[config.mk]
export PLATFORM = sky130hd
export DESIGN_NAME = lcb_unit
export DESIGN_NICKNAME = d
export VERILOG_FILES = /design/src/rtl/lcb_pkg.sv /design/src/rtl/lcb_decode.sv /design/src/rtl/lcb_step.sv /design/src/rtl/lcb_target.sv /design/src/rtl/lcb_unit.sv
export SDC_FILE = /design/constraint.sdc
export NUM_CORES = 1
export LEC_CHECK = 0
export BUFFER_PORTS_ARGS = -buffer_cell sky130_fd_sc_hd__buf_2
export CORE_MARGIN = 10
export CORE_UTILIZATION = 50
export DETAILED_ROUTE_END_ITERATION = 10
export PLACE_DENSITY = 0.78
export SLEW_MARGIN = 20
export SYNTH_ARGS = -nofsm -noshare
export SYNTH_HDL_FRONTEND = slang
export SYNTH_SLANG_ARGS = --single-unit
[constraint.sdc]
create_clock -name clk -period 4.3 [get_ports clk]
set_input_delay 0.215 -clock clk [delete_from_list [all_inputs] [get_ports clk]]
set_output_delay 0.215 -clock clk [all_outputs]
set_load 0.02 [all_outputs]
[src/rtl/lcb_pkg.sv]
package lcb_pkg;

    // Step selection carried in control bits 7:6
    typedef enum logic [1:0] {
        STEP_DEC = 2'b00,
        STEP_NONE = 2'b01,
        STEP_INC = 2'b10,
        STEP_RSVD = 2'b11
    } lcb_step_e;

    // Register code carried in control bits 2:0
    typedef enum logic [2:0] {
        RC_ACC_A = 3'd0,
        RC_ACC_B = 3'd1,
        RC_FLAGS = 3'd2,
        RC_SCRATCH = 3'd3,
        RC_ACC_D = 3'd4,
        RC_IDX_X = 3'd5,
        RC_IDX_Y = 3'd6,
        RC_STACK = 3'd7
    } lcb_reg_e;

    typedef struct packed {
        lcb_step_e step;
        logic      on_nonzero;
        logic      ofs_neg;
        lcb_reg_e  sel;
        logic      narrow;
        logic      rsvd;
    } lcb_ctl_t;

    localparam int LCB_CTL_W = 8;

    function automatic logic lcb_is_narrow(input lcb_reg_e r);
        return (r == RC_ACC_A) || (r == RC_ACC_B) || (r == RC_FLAGS);
    endfunction

    function automatic lcb_ctl_t lcb_split(input logic [LCB_CTL_W-1:0] b);
        lcb_ctl_t c;
        c.step       = lcb_step_e'(b[7:6]);
        c.on_nonzero = b[5];
        c.ofs_neg    = b[4];
        c.sel        = lcb_reg_e'(b[2:0]);
        c.narrow     = lcb_is_narrow(c.sel);
        c.rsvd       = (c.step == STEP_RSVD);
        return c;
    endfunction

endpackage

[src/rtl/lcb_decode.sv]
module lcb_decode
    import lcb_pkg::*;
(
    input  logic [LCB_CTL_W-1:0] ctl_byte,
    output lcb_ctl_t             ctl
);
    always_comb begin
        ctl = lcb_split(ctl_byte);
    end
endmodule

[src/rtl/lcb_step.sv]
module lcb_step
    import lcb_pkg::*;
#(
    parameter int DATA_W   = 16,
    parameter int NARROW_W = 8
) (
    input  lcb_ctl_t            ctl,
    input  logic [DATA_W-1:0]   rd_data,
    output logic [DATA_W-1:0]   next_val,
    output logic                cond_met
);
    localparam int PAD_W = DATA_W - NARROW_W;

    logic [DATA_W-1:0]   step_v;
    logic [DATA_W-1:0]   sum_wide;
    logic [NARROW_W-1:0] sum_narrow;
    logic [DATA_W-1:0]   narrow_ext;
    logic                is_zero;

    always_comb begin
        unique case (ctl.step)
            STEP_DEC: step_v = '1;
            STEP_INC: step_v = {{(DATA_W-1){1'b0}}, 1'b1};
            default:  step_v = '0;
        endcase
    end

    assign sum_wide   = rd_data + step_v;
    assign sum_narrow = rd_data[NARROW_W-1:0] + step_v[NARROW_W-1:0];

    generate
        if (PAD_W > 0) begin : g_pad
            assign narrow_ext = {{PAD_W{1'b0}}, sum_narrow};
        end else begin : g_nopad
            assign narrow_ext = sum_narrow;
        end
    endgenerate

    always_comb begin
        next_val = ctl.narrow ? narrow_ext : sum_wide;
        is_zero  = (next_val == '0);
        cond_met = ctl.on_nonzero ? !is_zero : is_zero;
    end
endmodule

[src/rtl/lcb_target.sv]
module lcb_target #(
    parameter int ADDR_W = 16,
    parameter int OFS_W  = 8
) (
    input  logic [ADDR_W-1:0] pc_next,
    input  logic [OFS_W-1:0]  ofs_byte,
    input  logic              ofs_neg,
    output logic [ADDR_W-1:0] target
);
    localparam int FILL_W = ADDR_W - OFS_W;

    logic [ADDR_W-1:0] ofs_ext;

    assign ofs_ext = {{FILL_W{ofs_neg}}, ofs_byte};
    assign target  = pc_next + ofs_ext;
endmodule

[src/rtl/lcb_unit.sv]
module lcb_unit
    import lcb_pkg::*;
#(
    parameter int DATA_W   = 16,
    parameter int NARROW_W = 8,
    parameter int ADDR_W   = 16,
    parameter int OFS_W    = 8
) (
    input  logic              clk,
    input  logic              rst,
    input  logic              in_valid,
    input  logic [7:0]        ctl_byte,
    input  logic [OFS_W-1:0]  ofs_byte,
    input  logic [ADDR_W-1:0] pc_next,
    output logic [2:0]        rf_rd_sel,
    input  logic [DATA_W-1:0] rf_rd_data,
    output logic              out_valid,
    output logic              wr_en,
    output logic [2:0]        wr_sel,
    output logic [DATA_W-1:0] wr_data,
    output logic              wr_wide,
    output logic              taken,
    output logic [ADDR_W-1:0] target,
    output logic              illegal
);
    lcb_ctl_t          ctl;
    logic [DATA_W-1:0] next_val;
    logic              cond_met;
    logic [ADDR_W-1:0] tgt_c;

    lcb_decode u_dec (
        .ctl_byte (ctl_byte),
        .ctl      (ctl)
    );

    lcb_step #(.DATA_W(DATA_W), .NARROW_W(NARROW_W)) u_step (
        .ctl      (ctl),
        .rd_data  (rf_rd_data),
        .next_val (next_val),
        .cond_met (cond_met)
    );

    lcb_target #(.ADDR_W(ADDR_W), .OFS_W(OFS_W)) u_tgt (
        .pc_next  (pc_next),
        .ofs_byte (ofs_byte),
        .ofs_neg  (ctl.ofs_neg),
        .target   (tgt_c)
    );

    assign rf_rd_sel = ctl.sel;

    always_ff @(posedge clk) begin
        if (rst) begin
            out_valid <= 1'b0;
            wr_en     <= 1'b0;
            wr_sel    <= '0;
            wr_data   <= '0;
            wr_wide   <= 1'b0;
            taken     <= 1'b0;
            target    <= '0;
            illegal   <= 1'b0;
        end else begin
            out_valid <= in_valid;
            wr_en     <= in_valid && !ctl.rsvd;
            taken     <= in_valid && !ctl.rsvd && cond_met;
            illegal   <= in_valid && ctl.rsvd;
            if (in_valid) begin
                wr_sel  <= ctl.sel;
                wr_data <= next_val;
                wr_wide <= !ctl.narrow;
                target  <= tgt_c;
            end
        end
    end
endmodule

Yosys cells after proc, flatten, opt, wreduce, memory -nomap -nowiden
Cells that the tools add are included.

storage, ports and cells
  register bits after elaboration = 40
  input bits = 51
  word-level logic and storage cells = 29

cells by class
  $add $sub $neg = 3
  eq/ne operators = 4
  multiplexer cells = 3
  reductions and logical operators = 11

operator list
  kind                                                              count
  16-bit adder                                                      2
  16-bit one-hot mux with 2 select lines                            1
  16-bit zero test                                                  1
  16-bit two-way mux                                                1
  8-bit adder                                                       1
  2-bit == test (second input constant)                             2
  3-bit by 1-bit == test with 1-bit output (second input constant)  1
  3-bit by 2-bit == test with 1-bit output (second input constant)  1
  1-bit logical AND                                                 3
  1-bit zero test                                                   3
  3-bit zero test                                                   1
  2-bit zero test                                                   1
  1-bit logical OR                                                  2
  1-bit two-way mux                                                 1

Logic depth before layout (Yosys ltp)
  depth in word-level cells = 8
  gate-level depth with buffers = 12
  gate-level depth less buffers = 10

Modules after synthesis
A second synthesis with hierarchy kept.

second synthesis, totals
  cells, all modules = 375
  area total of the unflattened synthesis = 3138.0 sq um

by module, submodules not included
  module      times used  cells an instance  area an instance (sq um)  sequential area each (sq um)
  lcb_unit    1           124                1403.8                    800.8
  lcb_step    1           144                942.2                     0.0
  lcb_target  1           98                 724.4                     0.0
  lcb_decode  1           9                  67.6                      0.0

Worst setup path after synthesis
OpenSTA, ideal clock, no wires.

  path kind = input to register
  from = input ctl_byte[7]
  to = register taken
  library setup time = 72 ps
  arrival = 3125 ps
  required time = 4228 ps
  slack = 1103 ps
  cell stages on the path = 12
  buffers on the path = 2
  path through = buf_2 or2_2 clkbuf_1 xnor2_1 ha_1 or4_4 or4b_4 nand3_2 a41o_1 nand4_1 a2111oi_2 mux2i_1

on the way
  word-level cells in the longest chain between the ends = 8
  elaborated cells on any way between the ends = 13

RTL lines
  element                                           line                            RTL
  start: declaration                                lcb_unit.sv:12                  input logic [7:0] ctl_byte,
  2-bit == test or 2-bit zero test (tied branches)  lcb_step.sv:21                  unique case (ctl.step)
  16-bit one-hot mux with 2 select lines            lcb_step.sv:21
  16-bit adder or 8-bit adder (tied branches)       lcb_step.sv:28, lcb_step.sv:29
  16-bit two-way mux                                lcb_step.sv:40                  next_val = ctl.narrow ? narrow_ext : sum_wide;
  16-bit zero test                                  lcb_step.sv:41                  is_zero = (next_val == '0);
  1-bit zero test                                   lcb_step.sv:42                  cond_met = ctl.on_nonzero ? !is_zero : is_zero;
  1-bit two-way mux                                 lcb_step.sv:42
  1-bit logical AND *                               lcb_unit.sv:65                  taken <= in_valid && !ctl.rsvd && cond_met;
  end signal: assignment                            lcb_unit.sv:65
  end: declaration                                  lcb_unit.sv:22                  output logic taken,

Mark *: on every way between the ends. The rest lies on a longest branch, timed or not.
A chain may end at the register's enable or synchronous reset.

Final worst setup path
  from = input ctl_byte[6]
  to = register taken

The elaborated chain is that of the path after synthesis.

==> reports/summary.txt <==
synthesis-to-layout area growth -> 19.1%
clock sink total -> 40
CP startpoint kind -> input port
share of cells above drive strength 1 -> 0.255
CP cell instances -> buf_2 > or2_2 > xnor2_1 > ha_1 > or4_4 > or4b_4 > nand3_2 > a41o_1 > nand4_1 > a2111oi_2 > mux2i_1
switch share -> 0.341
utilization after layout -> 0.614
clock transition at the registers of the reported paths -> 80 ps
setup TNS -> 0 ps
synth warn -> 0
Yosys reg bits -> 40
via count -> 2898
post-CTS setup repair buffer count -> 0
Worst Path Max Fanout -> 13
CP max stage cell -> or4b_4
WL met3 -> 669 um
post-synth cell types -> 59
Resized cells post-CTS -> 0
CTS Hold Bufs -> 0
CTS tree -> yes
leakage power -> 1.57 nW
pin count of the biggest net entering global routing -> 38
Crit path depth -> 11
Worst Max-Slew Pin Slew -> 774 ps
vias per cell -> 5.72
DRC Markers -> 0
clock network fraction of total power -> 0.269
Synth Net Count -> 426
DP HPWL -> 6180 um
Crit. End Element -> register
Final Cell Area -> 0.00340 mm2
CP max stage delay -> 540 ps
routed len/inst -> 15.7 um
Metal-1 WL -> 3490 um
IO buf count -> 92
Cells after Synth -> 356
net switching power -> 0.340 mW
fraction of registers with async set/reset -> 0
final std cells w/o fill -> 507
Critical Path RT -> 4510 ps
row cnt -> 27
First DRT Iteration DRCs -> 161
# placed instances -> 499
crit path to -> taken
number of synthesized flops with an enable pin -> 0
H-Tree Depth -> 2
RSZ-0062 raised after global routing -> false
root buf cell -> clkbuf_8
Top Metal Used -> met4
Core ar. -> 0.00554 mm2
crit-path leading delay family -> simple AND/OR/NAND/NOR gates
grt total ovfl -> 0
WS Path Type -> input port to register
clk_lat worst skew -> 280 ps
Fillers -> 518
Routed Wire Length -> 7940 um
R2R Setup Slk -> 3530 ps
P_int -> 0.657 mW
Synth Flop Type -> dfxtp_1
vias in the first global route -> 2904
R2R cell count -> 3
area of the mapped netlist -> 0.00286 mm2
FF-to-FF End -> wr_data[14]
P per Cell Area -> 293 mW/mm2
Initial Util -> 0.516
Worst slew margin -> 0.483
arrival time at the worst endpoint -> 3300 ps
Crit path buffers/inverters -> 1
Antenna Cells -> 0
WL met2 -> 3750 um
Seq/Total Area, Yosys -> 0.280
Die W -> 95.6 um
die height -> 95.6 um
Layout Nets -> 504
cts bufs inserted -> 5
MaxCap Viol Count -> 0
# setup viols final -> 0
Final Slew Violations -> 0
FMAX -> 0.324 GHz
RePlAce Congestion -> 0.958
I/O pin cnt -> 94
detailed-router iteration count before antenna repair -> 4
min Tclk post-route -> 3090 ps
area of placed instances -> 0.00331 mm2
Worst setup startpoint -> ctl_byte[6]
sequential share of power -> 0.413
Comb power frac -> 0.318
Tot GR Track Use -> 0.171
fin crit share -> 0.719
initial antenna violation count -> 0
FF-to-FF Start -> wr_data[14]
final hold violation count -> 0
Clock Tree Buf Depth -> 2
outcome -> finished clean
Worst Hold Class -> input port to register
first-pass GRT wire length -> 13100 um
remaining antenna violation count after routing -> 0
Die Area -> 0.00914 mm2
post-synthesis average cell area -> 8.03 um2
Max VDD drop -> 0.170 mV
Layout Skew -> 0 ps
[tightest hold or removal path: stages]
cell	delay [ps]
buf_2	100
nand2_1	40
mux2i_1	60
[layout make-up]
type,instances,area (um2),area share
clock inverters,2,13.8,0.00404
flip-flops and latches,40,801,0.235
clock buffers,6,82.6,0.0243
inverters,10,37.5,0.0110
multi-input cells,285,1920,0.564
repair buffers,92,460,0.135
well taps,72,90.1,0.0265
[state kept, by name, indices dropped and copies added, names as in the netlist]
signal     count
illegal        1
out_valid      1
taken          1
target        16
wr_data       16
wr_en          1
wr_sel         3
wr_wide        1
[cell families (layout without fill, tap and decap cells)]
family	count (synthesis)	in the layout	synth area share
compound gates	95	95	0.225
xor+xnor	19	19	0.0582
fa+ha+maj	19	19	0.0858
buf+inv	31	110	0.0486
flops	40	40	0.280
mux	13	13	0.0455
simple gates	139	139	0.257
[per-stage QoR]
step / hold slack (ps) / setup WS [ps] / power, mW
after global routing: 192 / 1080 / 1.06
after global placement: 448 / 970 / 0.729
after detailed placement: 455 / 924 / 0.736
final: 186 / 1210 / 0.997
after floorplan: 354 / 1100 / 0.642
after CTS: 179 / 1210 / 1.01
[power groups by stage]
| stage | sequential (mW) | combinational, mW | clock (mW) |
|---|---|---|---|
| finish | 0.412 | 0.316 | 0.268 |
| global route | 0.415 | 0.354 | 0.293 |
| CTS | 0.412 | 0.318 | 0.278 |
| detailed placement | 0.421 | 0.316 | 0 |
| global placement | 0.419 | 0.310 | 0 |
| floorplan | 0.455 | 0.187 | 0 |
[Yosys cell counts (12+ instances only)]
cell,number,area share
clkbuf_1,12,0.016
mux2i_1,13,0.046
dfxtp_1,40,0.28
nand2_1,20,0.026
o21ai_0,14,0.025
nor2_1,34,0.045
a21oi_1,25,0.044
nand3_1,13,0.023
nor3_1,18,0.032
ha_1,18,0.079
xnor2_1,16,0.049
a211oi_1,12,0.032
[routing by layer]
layer / up-vias / track usage
met2: 93 / 0.288
met1: 1325 / 0.209
met4: 0 / 0.0356
met5: - / 0
met3: 4 / 0.0526
li1: 1476 / -
[cells in the final DEF, fill, tap and decap left out, types with 3 or more instances in the layout]
cell type | netlist | routed
o21bai_1 | 3 | 3
nand2_1 | 20 | 20
nand2b_1 | 3 | 3
a21o_1 | 5 | 5
nor4_1 | 7 | 7
a211oi_1 | 12 | 12
buf_2 | 2 | 92
nor2_1 | 34 | 34
clkbuf_8 | 0 | 6
o31ai_1 | 4 | 4
a21oi_1 | 25 | 25
or4_1 | 3 | 3
o21ai_0 | 14 | 14
inv_1 | 9 | 9
dfxtp_1 | 40 | 40
ha_1 | 18 | 18
xor2_1 | 3 | 3
xnor2_1 | 16 | 16
o2bb2ai_1 | 3 | 3
o21a_1 | 5 | 5
nand3_1 | 13 | 13
and3_1 | 3 | 3
nor3_1 | 18 | 18
or2_2 | 3 | 3
nand4_1 | 5 | 5
nor2b_1 | 9 | 9
mux2i_1 | 13 | 13
and4_1 | 4 | 4
a31oi_1 | 3 | 3
o22ai_1 | 3 | 3
or3_1 | 7 | 7
[worst min-delay path by stage]
stage                     start    endpoint  slack, ps  cells past startpoint
floorplan           ctl_byte[5]       taken        350                      2
global placement      target[4]   target[4]        450                      2
detailed placement   target[11]  target[11]        460                      2
CTS                 ctl_byte[5]       taken        180                      3
global route        ctl_byte[5]       taken        190                      3
finish              ctl_byte[5]       taken        190                      3
No activity file was read; power rests on OpenSTA's default activity.
